File: config.mk
export PLATFORM = sky130hd
export DESIGN_NAME = keyed_wdt
export DESIGN_NICKNAME = d
export VERILOG_FILES = /design/src/rtl/keyed_wdt.sv
export SDC_FILE = /design/constraint.sdc
export NUM_CORES = 1
export LEC_CHECK = 0
export BUFFER_PORTS_ARGS = -buffer_cell sky130_fd_sc_hd__buf_4
export CORE_ASPECT_RATIO = 0.9
export CORE_UTILIZATION = 50
export CTS_CLUSTER_SIZE = 20
export DETAILED_ROUTE_END_ITERATION = 6
export PLACE_DENSITY_LB_ADDON = 0.1
export SYNTH_ARGS = -nofsm -noshare
export SYNTH_HDL_FRONTEND = slang
export SYNTH_SLANG_ARGS = --single-unit
File: constraint.sdc
create_clock -name clk -period 4.4 [get_ports clk]
set_clock_uncertainty 0.1 [all_clocks]
set_input_delay 0.88 -clock clk [delete_from_list [all_inputs] [get_ports clk]]
set_output_delay 0.88 -clock clk [all_outputs]
set_load 0.02 [all_outputs]
File: src/rtl/keyed_wdt.sv
module keyed_wdt #(
  parameter int CLKS_PER_HALF_MS = 24000,
  parameter int ADDR_W = 8
) (
  input  logic              clk,
  input  logic              rst_n,
  input  logic [ADDR_W-1:0] addr,
  input  logic              wr_en,
  input  logic [31:0]       wr_data,
  input  logic              rd_en,
  output logic [31:0]       rd_data,
  output logic              sys_rst_pulse,
  output logic              irq
);
  localparam int PRE_W = (CLKS_PER_HALF_MS > 1) ? $clog2(CLKS_PER_HALF_MS) : 1;
  localparam int TICKS_PER_UNIT = 1000;
  localparam int CNT_W = $clog2(32 * TICKS_PER_UNIT + 1);
  localparam logic [ADDR_W-1:0] OFS_CTRL = ADDR_W'(16);
  localparam logic [ADDR_W-1:0] OFS_ACT  = ADDR_W'(20);
  localparam logic [ADDR_W-1:0] OFS_MODE = ADDR_W'(24);
  localparam logic [11:0] RESTART_KEY = 12'hA57;
  localparam logic [15:0] SETUP_KEY   = 16'h16AA;
  localparam logic [1:0]  ACT_RESET   = 2'd1;
  localparam logic [1:0]  ACT_IRQ     = 2'd2;

  logic             en;
  logic [3:0]       code;
  logic [1:0]       act;
  logic [PRE_W-1:0] pre;
  logic [CNT_W-1:0] cnt;
  logic [CNT_W-1:0] limit;
  logic ctrl_wr, restart, mode_wr, act_wr, mode_restart, tick, expire;

  function automatic logic [5:0] half_sec_units(input logic [3:0] c);
    case (c)
      4'd0: return 6'd1;   4'd1: return 6'd2;   4'd2: return 6'd4;
      4'd3: return 6'd6;   4'd4: return 6'd8;   4'd5: return 6'd10;
      4'd6: return 6'd12;  4'd7: return 6'd16;  4'd8: return 6'd20;
      4'd9: return 6'd24;  4'd10: return 6'd28;
      default: return 6'd32;
    endcase
  endfunction

  assign ctrl_wr      = wr_en && addr == OFS_CTRL;
  assign restart      = ctrl_wr && wr_data[0] && wr_data[12:1] == RESTART_KEY;
  assign mode_wr      = wr_en && addr == OFS_MODE && wr_data[31:16] == SETUP_KEY;
  assign act_wr       = wr_en && addr == OFS_ACT && wr_data[31:16] == SETUP_KEY;
  assign mode_restart = mode_wr && wr_data[0] && (!en || wr_data[7:4] != code);
  assign limit        = CNT_W'(int'(half_sec_units(code)) * TICKS_PER_UNIT);
  assign tick         = pre == PRE_W'(CLKS_PER_HALF_MS - 1);
  assign expire       = en && tick && cnt == limit - CNT_W'(1);

  always_ff @(posedge clk) begin
    if (!rst_n) begin
      en <= 1'b0;
      code <= 4'd0;
      act <= ACT_RESET;
      pre <= '0;
      cnt <= '0;
      sys_rst_pulse <= 1'b0;
      irq <= 1'b0;
    end else begin
      sys_rst_pulse <= expire && act == ACT_RESET;
      if (mode_wr) begin
        en <= wr_data[0];
        code <= wr_data[7:4];
      end
      if (act_wr) act <= wr_data[1:0];
      if (restart) irq <= 1'b0;
      else if (expire && act == ACT_IRQ) irq <= 1'b1;
      if (!en || restart || mode_restart || expire) begin
        pre <= '0;
        cnt <= '0;
      end else if (tick) begin
        pre <= '0;
        cnt <= cnt + CNT_W'(1);
      end else begin
        pre <= pre + PRE_W'(1);
      end
    end
  end

  always_comb begin
    rd_data = '0;
    if (rd_en) begin
      if (addr == OFS_MODE) rd_data = {24'b0, code, 3'b0, en};
      else if (addr == OFS_ACT) rd_data = {30'b0, act};
    end
  end

  p_mode_key_r2: assert property (@(posedge clk) disable iff (!rst_n)
    (wr_en && addr == OFS_MODE && wr_data[31:16] != SETUP_KEY) |=> ($stable(en) && $stable(code)));
  p_act_key_r3: assert property (@(posedge clk) disable iff (!rst_n)
    (wr_en && addr == OFS_ACT && wr_data[31:16] != SETUP_KEY) |=> $stable(act));
  p_bad_restart_r4: assert property (@(posedge clk) disable iff (!rst_n)
    (ctrl_wr && wr_data[12:1] != RESTART_KEY && irq) |=> irq);
  p_pulse_single_r7: assert property (@(posedge clk) disable iff (!rst_n)
    sys_rst_pulse |=> !sys_rst_pulse);
  p_pulse_action_r7: assert property (@(posedge clk) disable iff (!rst_n)
    $rose(sys_rst_pulse) |-> $past(act) == ACT_RESET);
  p_irq_sticky_r8: assert property (@(posedge clk) disable iff (!rst_n)
    (irq && !restart) |=> irq);
  p_disabled_quiet_r9: assert property (@(posedge clk) disable iff (!rst_n)
    (!en && !irq) |=> (!sys_rst_pulse && !irq));
endmodule

==> metrics.json, run 1 <==
{
  "result_of_the_run": {"value": "finished with violations"},
  "failed_checks": {"value": "negative setup slack"},
  "clk_path_buf_depth": {"value": 2},
  "routedWlPerCell": {"value": 13.3, "unit": "um"},
  "postSynthRegisterBits": {"value": 45},
  "drt-vias-per-instance": {"value": 5.17},
  "crit_path_start_kind": {"value": "flop"},
  "cp_data_required_time": {"value": 4.47, "unit": "ns"},
  "clockRootBuffer": {"value": "sky130_fd_sc_hd__clkbuf_8"},
  "max-vdd-ir-drop": {"value": 0.128, "unit": "mV"},
  "multi_input_logic_area": {"value": 0.00269, "unit": "mm2"},
  "placedCellCount": {"value": 576},
  "synthArstFlopShare": {"value": 0},
  "drive_gt1_frac": {"value": 0.291},
  "drtPass1Iterations": {"value": 4},
  "drcViolationCount": {"value": 0},
  "reg2reg_slack": {"value": -0.16, "unit": "ns"},
  "cap_violations": {"value": 0},
  "critical_path.endpoint_type": {"value": "flop"},
  "layout.cells.non_filler": {"value": 594},
  "final_cell_mix": {"value": "sky130_fd_sc_hd__buf_4 (83), sky130_fd_sc_hd__dfxtp_1 (42), sky130_fd_sc_hd__nor2_1 (40), sky130_fd_sc_hd__xnor2_1 (30), sky130_fd_sc_hd__conb_1 (26)"},
  "num_antenna_cells": {"value": 0},
  "report.final.setup_viol": {"value": 15},
  "port_buffers": {"value": 48},
  "timing.hold.worst_endpoint": {"value": "pre[0]"},
  "io_pins": {"value": 78},
  "final_hpwl_from_detailed_placement": {"value": 6120, "unit": "um"},
  "finalCriticalPeriod": {"value": 4.56, "unit": "ns"},
  "die_y": {"value": 83.5, "unit": "um"},
  "numClockSinks": {"value": 45},
  "hold_class": {"value": "flop to flop"},
  "postSynthCellCount": {"value": 415},
  "topRoutingLayerUsed": {"value": "met4"},
  "synth_enable_flop_cells": {"value": 0},
  "htree_num_levels": {"value": 2},
  "path_clk_slew": {"value": 0.10, "unit": "ns"},
  "met1Wirelength": {"value": 3700, "unit": "um"},
  "nFillCells": {"value": 617},
  "met2RoutedLength": {"value": 3730, "unit": "um"},
  "ff2ff_path_depth": {"value": 15},
  "totalNegativeSetupSlack": {"value": -1.94, "unit": "ns"},
  "synth_sequential_area_ratio": {"value": 0.244},
  "netlist_area": {"value": 0.00369, "unit": "mm2"},
  "grt_setup_unrepaired": {"value": "true"},
  "timing_worst_slew_pin_value": {"value": 0.634, "unit": "ns"},
  "finalHoldViolations": {"value": 0},
  "critical_path.max_fanout": {"value": 7},
  "grt_max_degree": {"value": 17},
  "detailroute.via_count": {"value": 3072},
  "finish.utilization": {"value": 0.646},
  "clock_latency": {"value": 0.31, "unit": "ns"},
  "syn2layout_area_growth": {"value": 24.4, "unit": "%"},
  "final.setup.worst_slack": {"value": -0.155, "unit": "ns"},
  "worst_hold_slack": {"value": 0.371, "unit": "ns"},
  "layout.cells.most_common": {"value": "sky130_fd_sc_hd__buf_4"},
  "hold-path-cell-count": {"value": 1},
  "yosys.cell_types.count": {"value": 60},
  "design.final.nets": {"value": 582},
  "worst_flop_to_flop_path_endpoint": {"value": "cnt[14]"},
  "period_share": {"value": 1.04},
  "hp_start": {"value": "pre[0]"},
  "route.antenna.remaining_nets": {"value": 0},
  "synthesis.area_per_instance": {"value": 8.90, "unit": "um2"},
  "maxClockFrequency": {"value": 220, "unit": "MHz"},
  "final-max-slew-violation-count": {"value": 0},
  "detail_route.wirelength": {"value": 7910, "unit": "um"},
  "arrival": {"value": 4.62, "unit": "ns"},
  "initial_antenna_violation_count": {"value": 0},
  "via_count_of_the_first_global_routing_pass": {"value": 2978},
  "grtUsageTotal": {"value": 0.214},
  "relSlewSlack": {"value": 0.576},
  "die-width": {"value": 92.6, "unit": "um"},
  "floorplan.core_area": {"value": 0.00711, "unit": "mm2"},
  "report.power.total": {"value": 0.000771, "unit": "W"},
  "first_iter_violations": {"value": 87},
  "cts_made_buffers": {"value": 5},
  "grt_first_pass_wirelength": {"value": 13400, "unit": "um"},
  "sequential_cell_area": {"value": 907, "unit": "um2"},
  "globalplace.congestion": {"value": 0.824},
  "total_power_divided_by_cell_area": {"value": 168, "unit": "mW/mm2"},
  "total_leakage_power": {"value": 1.75, "unit": "nW"},
  "clock_tree_from_tritoncts": {"value": "done"},
  "dominant_register_cell_in_the_synthesized_netlist": {"value": "sky130_fd_sc_hd__dfxtp_1"},
  "row_count": {"value": 29},
  "ys_warn_count": {"value": 0},
  "start_util": {"value": 0.519},
  "grt_overflow": {"value": 0},
  "die-area": {"value": 0.00773, "unit": "mm2"},
  "routed-wl-met3": {"value": 362, "unit": "um"},
  "worstSetupPathType": {"value": "flop to flop"}
}
## registers in the layout, summed over array words and instances, names as in the netlist, named ones only
register       cells
pre               15
sys_rst_pulse      1
cnt               15
en                 1
limit              2
code               4
irq                1
act                2
## cells in the mapped netlist (5+ instances only)
cell	n	share of area
sky130_fd_sc_hd__a21oi_1	5	0.0068
sky130_fd_sc_hd__and3_1	5	0.0085
sky130_fd_sc_hd__buf_4	26	0.053
sky130_fd_sc_hd__dfxtp_1	45	0.24
sky130_fd_sc_hd__fa_1	13	0.070
sky130_fd_sc_hd__ha_1	25	0.085
sky130_fd_sc_hd__inv_1	26	0.026
sky130_fd_sc_hd__mux2i_1	13	0.035
sky130_fd_sc_hd__nand2_1	18	0.018
sky130_fd_sc_hd__nand3_1	21	0.028
sky130_fd_sc_hd__nand4_1	15	0.025
sky130_fd_sc_hd__nor2_1	40	0.041
sky130_fd_sc_hd__nor2b_1	13	0.022
sky130_fd_sc_hd__nor3_1	13	0.018
sky130_fd_sc_hd__nor3_2	10	0.027
sky130_fd_sc_hd__o21ai_0	10	0.014
sky130_fd_sc_hd__xnor2_1	32	0.076
sky130_fd_sc_hd__xor2_1	17	0.040
## layout make-up
type / instances / share of cell area
clock inverter: 2 / 0.00381
multi-input combinational: 336 / 0.586
sequential: 45 / 0.197
clock buffer: 6 / 0.0204
inverter: 26 / 0.0212
timing repair buffer: 86 / 0.146
tap: 93 / 0.0253
## worst max-delay path, stage by stage (launching register included)
cell and delay [ns]:
sky130_fd_sc_hd__dfxtp_2 0.35, sky130_fd_sc_hd__inv_2 0.05, sky130_fd_sc_hd__fa_1 0.56, sky130_fd_sc_hd__inv_2 0.07, sky130_fd_sc_hd__fa_1 0.45, sky130_fd_sc_hd__fa_1 0.54
sky130_fd_sc_hd__ha_4 0.22, sky130_fd_sc_hd__a21o_4 0.20, sky130_fd_sc_hd__or3_4 0.34, sky130_fd_sc_hd__and2_2 0.23, sky130_fd_sc_hd__xnor2_1 0.15, sky130_fd_sc_hd__nand4bb_1 0.28
sky130_fd_sc_hd__a2111oi_4 0.39, sky130_fd_sc_hd__and4_4 0.31, sky130_fd_sc_hd__buf_8 0.14, sky130_fd_sc_hd__nor3_1 0.05
## timing repair
| action | 4_1_cts | 5_1_grt |
|---|---|---|
| resized for setup | 21 | 11 |
| setup buffers | 8 | 3 |
| pin swaps | 17 | 11 |
| hold buffers | 0 | 0 |
| setup endpoints to repair | 16 | 16 |
| cloned | 1 | 0 |
## how the worst max path moves through the flow
| stage | slack (ns) | start | to |
|---|---|---|---|
| after floorplan | 0.006 | limit[4] | cnt[0] |
| after global placement | -0.15 | limit[4] | cnt[14] |
| after detailed placement | -0.19 | limit[4] | cnt[11] |
| after CTS | -0.18 | flop | cnt[9] |
| after global routing | -0.31 | flop | cnt[13] |
| final | -0.16 | flop | cnt[14] |
## per-stage QoR
step	instance area, um2	setup WS [ns]
after floorplan	3810	0.00610
after global placement	4260	-0.149
after detailed placement	4260	-0.186
after CTS	4560	-0.180
after global routing	4590	-0.311
final	4590	-0.155
## cell families after synthesis
kind of cell / count (synthesis) / synth area share
flip-flops: 45 / 0.244
AO/OA/AOI/OAI: 34 / 0.0661
adder cells (fa/ha/maj): 38 / 0.155
buffers and inverters: 59 / 0.0949
AND/OR/NAND/NOR: 174 / 0.280
multiplexers: 14 / 0.0383
other: 1 / 0.00102
XOR/XNOR: 50 / 0.121
## power breakdown
| part | internal, W | switching, W |
|---|---|---|
| registers | 0.000406 | 0.00000000000581 |
| logic | 0.0000282 | 0.0000324 |
| clock network | 0.000150 | 0.000154 |
## routing by layer
metal | track usage | vias up
li1 | - | 1549
met1 | 0.282 | 1427
met2 | 0.355 | 84
met3 | 0.0455 | 12
met4 | 0.0526 | 0
met5 | 0 | -
Power figures use the tool's default switching activity.
==> run 2: changes to the inputs <==
--- a/config.mk
+++ b/config.mk
@@ -7,2 +7,3 @@
 export LEC_CHECK = 0
+export ABC_AREA = 1
 export BUFFER_PORTS_ARGS = -buffer_cell sky130_fd_sc_hd__buf_4
--- a/constraint.sdc
+++ b/constraint.sdc
@@ -4,2 +4,2 @@
 set_output_delay 0.88 -clock clk [all_outputs]
-set_load 0.02 [all_outputs]
+set_load 0.1 [all_outputs]
==> run 2 against run 1 <==
The run now ends clean. Die area grew 9.4%. Non-clock buffer count down 32. Register-to-register slack gained 0.40 ns. Sequential power about the same. Critical path type unchanged. Largest power group unchanged.
==> metrics.json, run 2 <==
{
  "result_of_the_run": {"value": "complete, no violations", "change": "was finished with violations"},
  "die_y": {"value": 87.4, "unit": "um", "change": "was 83.5 um"},
  "period_share": {"value": 0.944, "change": "was 1.04"},
  "layout.cells.non_filler": {"value": 731, "change": "was 594"},
  "final.setup.worst_slack": {"value": 0.245, "unit": "ns", "change": "was -0.155 ns"},
  "detail_route.wirelength": {"value": 8240, "unit": "um", "change": "was 7910 um"},
  "report.power.total": {"value": 0.000804, "unit": "W", "change": "was 0.000771 W"},
  "synthDominantAreaCellType": {"value": "sky130_fd_sc_hd__dfxtp_1", "change": "unchanged"},
  "cp_data_required_time": {"value": 4.50, "unit": "ns", "change": "was 4.47 ns"},
  "worst_hold_slack": {"value": 0.352, "unit": "ns", "change": "was 0.371 ns"},
  "die-width": {"value": 96.9, "unit": "um", "change": "was 92.6 um"},
  "route.antenna.remaining_nets": {"value": 0, "change": "unchanged"},
  "start_util": {"value": 0.526, "change": "was 0.519"},
  "critical_path.max_fanout": {"value": 8, "change": "was 7"},
  "grt_overflow": {"value": 0, "change": "unchanged"},
  "drive_gt1_frac": {"value": 0.200, "change": "was 0.291"},
  "final-max-slew-violation-count": {"value": 0, "change": "unchanged"},
  "worstSetupPathType": {"value": "flop to flop", "change": "unchanged"},
  "drt-vias-per-instance": {"value": 4.82, "change": "was 5.17"},
  "cap_violations": {"value": 0, "change": "unchanged"},
  "row_count": {"value": 30, "change": "was 29"},
  "totalNegativeSetupSlack": {"value": 0, "unit": "ns", "change": "was -1.94 ns"},
  "drtPass1Iterations": {"value": 4, "change": "unchanged"},
  "clock_tree_from_tritoncts": {"value": "done", "change": "unchanged"},
  "max-vdd-ir-drop": {"value": 0.130, "unit": "mV", "change": "was 0.128 mV"},
  "dominant_register_cell_in_the_synthesized_netlist": {"value": "sky130_fd_sc_hd__dfxtp_1", "change": "unchanged"},
  "grt_setup_unrepaired": {"value": "false", "change": "was true"},
  "placedCellCount": {"value": 721, "change": "was 576"},
  "relSlewSlack": {"value": 0.641, "change": "was 0.576"},
  "globalplace.congestion": {"value": 0.787, "change": "was 0.824"},
  "synth_top_cells_by_count": {"value": "sky130_fd_sc_hd__nand2_1 (117), sky130_fd_sc_hd__inv_1 (103), sky130_fd_sc_hd__dfxtp_1 (45)", "change": "was sky130_fd_sc_hd__dfxtp_1 (45), sky130_fd_sc_hd__nor2_1 (40), sky130_fd_sc_hd__xnor2_1 (32)"},
  "nFillCells": {"value": 739, "change": "was 617"},
  "via_count_of_the_first_global_routing_pass": {"value": 3250, "change": "was 2978"},
  "routedWlPerCell": {"value": 11.3, "unit": "um", "change": "was 13.3 um"},
  "total_leakage_power": {"value": 2.09, "unit": "nW", "change": "was 1.75 nW"},
  "synthesis.area_per_instance": {"value": 7.05, "unit": "um2", "change": "was 8.90 um2"},
  "htree_num_levels": {"value": 2, "change": "unchanged"},
  "clk_path_buf_depth": {"value": 2, "change": "unchanged"},
  "total_power_divided_by_cell_area": {"value": 175, "unit": "mW/mm2", "change": "was 168 mW/mm2"},
  "finalHoldViolations": {"value": 0, "change": "unchanged"},
  "crit_path_start_kind": {"value": "flop", "change": "unchanged"},
  "io_pins": {"value": 78, "change": "unchanged"},
  "port_buffers": {"value": 48, "change": "unchanged"},
  "critical_path.endpoint_type": {"value": "flop", "change": "unchanged"},
  "numClockSinks": {"value": 45, "change": "unchanged"},
  "synthArstFlopShare": {"value": 0, "change": "unchanged"},
  "netlist_area": {"value": 0.00405, "unit": "mm2", "change": "was 0.00369 mm2"},
  "synth_sequential_area_ratio": {"value": 0.222, "change": "was 0.244"},
  "design.final.nets": {"value": 716, "change": "was 582"},
  "syn2layout_area_growth": {"value": 13.3, "unit": "%", "change": "was 24.4%"},
  "final_cell_mix": {"value": "sky130_fd_sc_hd__nand2_1 (116), sky130_fd_sc_hd__inv_1 (101), sky130_fd_sc_hd__buf_4 (54), sky130_fd_sc_hd__dfxtp_1 (43), sky130_fd_sc_hd__nor2_1 (40)", "change": "was sky130_fd_sc_hd__buf_4 (83), sky130_fd_sc_hd__dfxtp_1 (42), sky130_fd_sc_hd__nor2_1 (40), sky130_fd_sc_hd__xnor2_1 (30), sky130_fd_sc_hd__conb_1 (26)"},
  "initial_antenna_violation_count": {"value": 0, "change": "unchanged"},
  "clockRootBuffer": {"value": "sky130_fd_sc_hd__clkbuf_8", "change": "unchanged"},
  "timing_worst_slew_pin_value": {"value": 0.538, "unit": "ns", "change": "was 0.634 ns"},
  "grtUsageTotal": {"value": 0.199, "change": "was 0.214"},
  "layout.cells.most_common": {"value": "sky130_fd_sc_hd__nand2_1", "change": "was sky130_fd_sc_hd__buf_4"},
  "cts_made_buffers": {"value": 5, "change": "unchanged"},
  "grt_first_pass_wirelength": {"value": 14000, "unit": "um", "change": "was 13400 um"},
  "final_hpwl_from_detailed_placement": {"value": 6740, "unit": "um", "change": "was 6120 um"},
  "floorplan.core_area": {"value": 0.00769, "unit": "mm2", "change": "was 0.00711 mm2"},
  "grt_max_degree": {"value": 16, "change": "was 17"},
  "synth_enable_flop_cells": {"value": 0, "change": "unchanged"},
  "synth.top_cell.area_share": {"value": 0.222, "change": "was 0.244"},
  "synthMostInstantiatedCell": {"value": "sky130_fd_sc_hd__nand2_1", "change": "was sky130_fd_sc_hd__dfxtp_1"},
  "postSynthCellCount": {"value": 574, "change": "was 415"},
  "arrival": {"value": 4.25, "unit": "ns", "change": "was 4.62 ns"},
  "maxClockFrequency": {"value": 241, "unit": "MHz", "change": "was 220 MHz"},
  "report.final.setup_viol": {"value": 0, "change": "was 15"},
  "yosys.cell_types.count": {"value": 35, "change": "was 60"},
  "ys_warn_count": {"value": 0, "change": "unchanged"},
  "hold_class": {"value": "flop to flop", "change": "unchanged"},
  "finalCriticalPeriod": {"value": 4.15, "unit": "ns", "change": "was 4.56 ns"},
  "reg_top3": {"value": "cnt x15, pre x15, code x4", "change": "unchanged"},
  "dp_worst_setup_slack": {"value": 0.179, "unit": "ns", "change": "was -0.186 ns"},
  "detailroute.via_count": {"value": 3520, "change": "was 3072"},
  "drcViolationCount": {"value": 0, "change": "unchanged"},
  "die-area": {"value": 0.00846, "unit": "mm2", "change": "was 0.00773 mm2"},
  "synth.top_cells.by_area": {"value": "sky130_fd_sc_hd__dfxtp_1 (22%), sky130_fd_sc_hd__nand2_1 (11%), sky130_fd_sc_hd__inv_1 (9.5%)", "change": "was sky130_fd_sc_hd__dfxtp_1 (24%), sky130_fd_sc_hd__ha_1 (8.5%), sky130_fd_sc_hd__xnor2_1 (7.6%)"},
  "path_clk_slew": {"value": 0.09, "unit": "ns", "change": "was 0.10 ns"},
  "clock_latency": {"value": 0.30, "unit": "ns", "change": "was 0.31 ns"},
  "first_iter_violations": {"value": 133, "change": "was 87"},
  "num_antenna_cells": {"value": 0, "change": "unchanged"},
  "postSynthRegisterBits": {"value": 45, "change": "unchanged"}
}
-- run 2: final cells by class --
cell class	instances	area [um2]	area share
Multi-Input combinational cell	423	2680	0.584
Inverter	105	394	0.0859
Clock inverter	2	15.0	0.00327
Sequential cell	45	903	0.197
Clock buffer	6	72.6	0.0158
Tap cell	96	120	0.0262
Timing Repair Buffer	54	405	0.0883
-- run 2: timing repair --
item | in CTS | in global routing
resized for setup | 0 | 12
buffers inserted | 0 | 0
hold buffers | 0 | 0
setup endpoints to repair | 0 | 30
-- run 2: metrics by stage --
step / utilization / area (um2)
floorplan: - / 4140
global placement: 0.576 / 4430
detailed placement: 0.576 / 4430
CTS: 0.587 / 4520
global route: 0.596 / 4590
finish: 0.596 / 4590
-- run 2: layer usage --
layer / track usage / vias up / part of all wire
met5: 0 / - / 0
met3: 0.0329 / 6 / 0.039
met1: 0.267 / 1557 / 0.50
li1: - / 1878 / -
met2: 0.341 / 79 / 0.45
met4: 0.0366 / 0 / 0.0083
-- run 2: kinds of logic after synthesis --
kind of cell             count (synthesis)  synth area share
AND/OR/NAND/NOR                        297             0.372
buffers and inverters                  133             0.155
flip-flops                              45             0.222
adder cells (fa/ha/maj)                 38             0.142
AO/OA/AOI/OAI                           31            0.0451
XOR/XNOR                                29            0.0627
other                                    1          0.000926
-- run 2: power breakdown --
part	switching, W	internal [W]	total [W]	leakage [nW]
Combinational	0.000115	0.0000274	0.000142	1.69
Sequential	0.00000000000966	0.000407	0.000407	0.362
Clock	0.000143	0.000112	0.000255	0.0374
Total	0.000258	0.000546	0.000804	2.09
-- run 2: worst paths after layout --
path | cells past startpoint | slack [ns] | end | from
worst min register to register | 1 | 0.35 | pre[0] | pre[0]
worst min-delay path | 1 | 0.35 | pre[0] | pre[0]
worst max-delay path | 20 | 0.25 | pre[1] | limit[4]
worst max register to register | 20 | 0.25 | pre[1] | limit[4]
-- run 2: worst max-delay path, stage by stage (launching register included) --
cell and delay [ns]:
sky130_fd_sc_hd__dfxtp_2 0.36, sky130_fd_sc_hd__inv_1 0.07, sky130_fd_sc_hd__fa_1 0.60, sky130_fd_sc_hd__inv_2 0.08
sky130_fd_sc_hd__fa_1 0.57, sky130_fd_sc_hd__fa_1 0.46, sky130_fd_sc_hd__ha_4 0.29, sky130_fd_sc_hd__nand2_2 0.07
sky130_fd_sc_hd__nand2_1 0.07, sky130_fd_sc_hd__inv_1 0.07, sky130_fd_sc_hd__nand3_1 0.08, sky130_fd_sc_hd__nand2_2 0.10
sky130_fd_sc_hd__nand2_2 0.10, sky130_fd_sc_hd__nor2_4 0.12, sky130_fd_sc_hd__nand2_1 0.08, sky130_fd_sc_hd__nand3_1 0.11
sky130_fd_sc_hd__nand2_2 0.08, sky130_fd_sc_hd__nor2_4 0.14, sky130_fd_sc_hd__nand3_4 0.20, sky130_fd_sc_hd__nand3_4 0.22
sky130_fd_sc_hd__nor2_1 0.06
==> run 3: changes to the inputs <==
- CTS_CLUSTER_DIAMETER: unset -> 30
- RECOVER_POWER: unset -> 25
==> run 3 against run 2 <==
Die area unchanged. Hold slack hardly changed. Sequential share of layout area rose by 0.22 points. Critical path type unchanged.
==> metrics.json, run 3 (synthesis results as in run 2) <==
{
  "result_of_the_run": {"value": "complete, no violations", "change": "unchanged"},
  "dp_worst_setup_slack": {"value": 0.179, "unit": "ns", "change": "unchanged"},
  "start_util": {"value": 0.526, "change": "unchanged"},
  "timing_worst_slew_pin_value": {"value": 1.21, "unit": "ns", "change": "was 0.538 ns"},
  "worst_hold_slack": {"value": 0.352, "unit": "ns", "change": "about the same"},
  "ff2ff_path_depth": {"value": 19, "change": "was 20"},
  "final-max-slew-violation-count": {"value": 0, "change": "unchanged"},
  "die-area": {"value": 0.00846, "unit": "mm2", "change": "unchanged"},
  "cts_made_buffers": {"value": 5, "change": "unchanged"},
  "design.final.nets": {"value": 716, "change": "unchanged"},
  "nFillCells": {"value": 747, "change": "was 739"},
  "port_buffers": {"value": 48, "change": "unchanged"},
  "numClockSinks": {"value": 45, "change": "unchanged"},
  "final.setup.worst_slack": {"value": 0.238, "unit": "ns", "change": "was 0.245 ns"},
  "multi_input_logic_area": {"value": 0.00264, "unit": "mm2", "change": "was 0.00268 mm2"},
  "clock_latency": {"value": 0.30, "unit": "ns", "change": "about the same"},
  "cap_violations": {"value": 0, "change": "unchanged"},
  "hp_start": {"value": "pre[0]", "change": "unchanged"},
  "fin_area": {"value": 0.00454, "unit": "mm2", "change": "was 0.00459 mm2"},
  "grt_overflow": {"value": 0, "change": "unchanged"},
  "total_leakage_power": {"value": 2.07, "unit": "nW", "change": "was 2.09 nW"},
  "maxClockFrequency": {"value": 240, "unit": "MHz", "change": "was 241 MHz"},
  "grt_first_pass_wirelength": {"value": 14000, "unit": "um", "change": "unchanged"},
  "rr_startpoint": {"value": "limit[4]", "change": "unchanged"},
  "clockRootBuffer": {"value": "sky130_fd_sc_hd__clkbuf_8", "change": "unchanged"},
  "globalplace.congestion": {"value": 0.787, "change": "unchanged"},
  "num_antenna_cells": {"value": 0, "change": "unchanged"},
  "route.antenna.remaining_nets": {"value": 0, "change": "unchanged"},
  "crit_path_start_kind": {"value": "flop", "change": "unchanged"},
  "finalHoldViolations": {"value": 0, "change": "unchanged"},
  "total_power_divided_by_cell_area": {"value": 177, "unit": "mW/mm2", "change": "was 175 mW/mm2"},
  "routedWlPerCell": {"value": 11.3, "unit": "um", "change": "about the same"},
  "critical_path.endpoint_type": {"value": "flop", "change": "unchanged"},
  "detail_route.wirelength": {"value": 8240, "unit": "um", "change": "about the same"},
  "final_cell_mix": {"value": "sky130_fd_sc_hd__nand2_1 (116), sky130_fd_sc_hd__inv_1 (102), sky130_fd_sc_hd__buf_4 (50), sky130_fd_sc_hd__dfxtp_1 (43), sky130_fd_sc_hd__nor2_1 (40)", "change": "was sky130_fd_sc_hd__nand2_1 (116), sky130_fd_sc_hd__inv_1 (101), sky130_fd_sc_hd__buf_4 (54), sky130_fd_sc_hd__dfxtp_1 (43), sky130_fd_sc_hd__nor2_1 (40)"},
  "syn2layout_area_growth": {"value": 12.1, "unit": "%", "change": "was 13.3%"},
  "layout.cells.most_common": {"value": "sky130_fd_sc_hd__nand2_1", "change": "unchanged"},
  "sequential_cell_area": {"value": 903, "unit": "um2", "change": "unchanged"},
  "final_hpwl_from_detailed_placement": {"value": 6740, "unit": "um", "change": "unchanged"},
  "grtUsageTotal": {"value": 0.199, "change": "unchanged"},
  "reg_top3": {"value": "cnt x15, pre x15, code x4", "change": "unchanged"},
  "hold-path-cell-count": {"value": 1, "change": "unchanged"},
  "drive_gt1_frac": {"value": 0.187, "change": "was 0.200"},
  "io_pins": {"value": 78, "change": "unchanged"},
  "hold_class": {"value": "flop to flop", "change": "unchanged"},
  "timing.hold.worst_endpoint": {"value": "pre[0]", "change": "unchanged"},
  "drt-vias-per-instance": {"value": 4.82, "change": "unchanged"},
  "floorplan.core_area": {"value": 0.00769, "unit": "mm2", "change": "unchanged"},
  "die-width": {"value": 96.9, "unit": "um", "change": "unchanged"},
  "row_count": {"value": 30, "change": "unchanged"},
  "first_iter_violations": {"value": 122, "change": "was 133"},
  "period_share": {"value": 0.946, "change": "was 0.944"},
  "report.final.setup_viol": {"value": 0, "change": "unchanged"},
  "cp_data_required_time": {"value": 4.50, "unit": "ns", "change": "about the same"},
  "grt_setup_unrepaired": {"value": "false", "change": "unchanged"},
  "totalNegativeSetupSlack": {"value": 0, "unit": "ns", "change": "unchanged"},
  "drcViolationCount": {"value": 0, "change": "unchanged"},
  "drtPass1Iterations": {"value": 4, "change": "unchanged"},
  "worstSetupPathType": {"value": "flop to flop", "change": "unchanged"},
  "grt_max_degree": {"value": 16, "change": "unchanged"},
  "die_y": {"value": 87.4, "unit": "um", "change": "unchanged"},
  "reg2reg_slack": {"value": 0.24, "unit": "ns", "change": "was 0.25 ns"},
  "clk_path_buf_depth": {"value": 2, "change": "unchanged"},
  "initial_antenna_violation_count": {"value": 0, "change": "unchanged"},
  "via_count_of_the_first_global_routing_pass": {"value": 3250, "change": "unchanged"},
  "detailroute.via_count": {"value": 3520, "change": "unchanged"},
  "max-vdd-ir-drop": {"value": 0.130, "unit": "mV", "change": "about the same"},
  "htree_num_levels": {"value": 2, "change": "unchanged"},
  "critical_path.max_fanout": {"value": 8, "change": "unchanged"},
  "worst_flop_to_flop_path_endpoint": {"value": "pre[1]", "change": "unchanged"},
  "relSlewSlack": {"value": 0.200, "change": "was 0.641"},
  "cts_hold_repair.buffers": {"value": 0, "change": "unchanged"},
  "arrival": {"value": 4.26, "unit": "ns", "change": "was 4.25 ns"},
  "clock_tree_from_tritoncts": {"value": "done", "change": "unchanged"},
  "finalCriticalPeriod": {"value": 4.16, "unit": "ns", "change": "was 4.15 ns"},
  "post_dp_area": {"value": 0.00443, "unit": "mm2", "change": "unchanged"},
  "path_clk_slew": {"value": 0.09, "unit": "ns", "change": "about the same"}
}
[run 3: changes by cell type in the layout (fill, tap and decap cells not counted), sizes merged]
cell | previous run | this run
clkbuf | 6 | 10
buf | 54 | 50
[run 3: final cells by class]
cell class | count | area share
multi-input cells | 423 | 0.581
flip-flops and latches | 45 | 0.199
repair buffers | 54 | 0.0877
inverters | 105 | 0.0868
well taps | 96 | 0.0265
clock buffers | 6 | 0.0160
clock inverters | 2 | 0.00331
[run 3: worst max-delay path, cell delays in order, from the launching register on]
cell and delay, ns:
sky130_fd_sc_hd__dfxtp_2 0.36, sky130_fd_sc_hd__inv_1 0.07, sky130_fd_sc_hd__fa_1 0.60, sky130_fd_sc_hd__inv_2 0.08, sky130_fd_sc_hd__fa_1 0.57, sky130_fd_sc_hd__fa_1 0.46
sky130_fd_sc_hd__ha_4 0.33, sky130_fd_sc_hd__nand3_2 0.10, sky130_fd_sc_hd__nand3_2 0.11, sky130_fd_sc_hd__nand2_1 0.07, sky130_fd_sc_hd__nand2_2 0.08, sky130_fd_sc_hd__nand2_2 0.10
sky130_fd_sc_hd__nor2_4 0.12, sky130_fd_sc_hd__nand2_1 0.08, sky130_fd_sc_hd__nand3_1 0.11, sky130_fd_sc_hd__nand2_2 0.08, sky130_fd_sc_hd__nor2_4 0.15, sky130_fd_sc_hd__nand3_4 0.20
sky130_fd_sc_hd__nand3_4 0.22, sky130_fd_sc_hd__nor2_1 0.06
[run 3: worst max-delay path by stage]
stage	start	end	slack, ns	cells after the start
after floorplan	addr[5]	rd_data[4]	-0.02	3
after global placement	limit[3]	cnt[0]	0.27	20
after detailed placement	limit[3]	cnt[0]	0.18	20
after CTS	limit[3]	cnt[0]	0.16	20
after global routing	limit[4]	pre[14]	0.006	21
final	limit[4]	pre[1]	0.24	19
[run 3: metal layers]
metal / vias up / track usage / part of all wire
li1: 1878 / - / -
met3: 8 / 0.0329 / 0.041
met5: - / 0 / 0
met4: 0 / 0.0366 / 0.011
met1: 1546 / 0.267 / 0.50
met2: 88 / 0.341 / 0.45
[run 3: power by group]
part           total [W]      switching, W  internal [W]
combinational   0.000140          0.000113     0.0000269
sequential      0.000407  0.00000000000971      0.000407
clock           0.000257          0.000145      0.000112
[run 3: what timing repair did]
action	in CTS	in global routing
buffers inserted	0	0
hold endpoints to repair	0	0
gates resized for setup	0	12
endpoints found under the setup margin	0	30
[run 3: stage by stage]
stage / total power (W) / utilization / instances
after floorplan: 0.000541 / - / 599
after global placement: 0.000558 / 0.576 / 721
after detailed placement: 0.000558 / 0.576 / 721
after CTS: 0.000811 / 0.587 / 729
after global routing: 0.000834 / 0.590 / 731
final: 0.000804 / 0.590 / 731
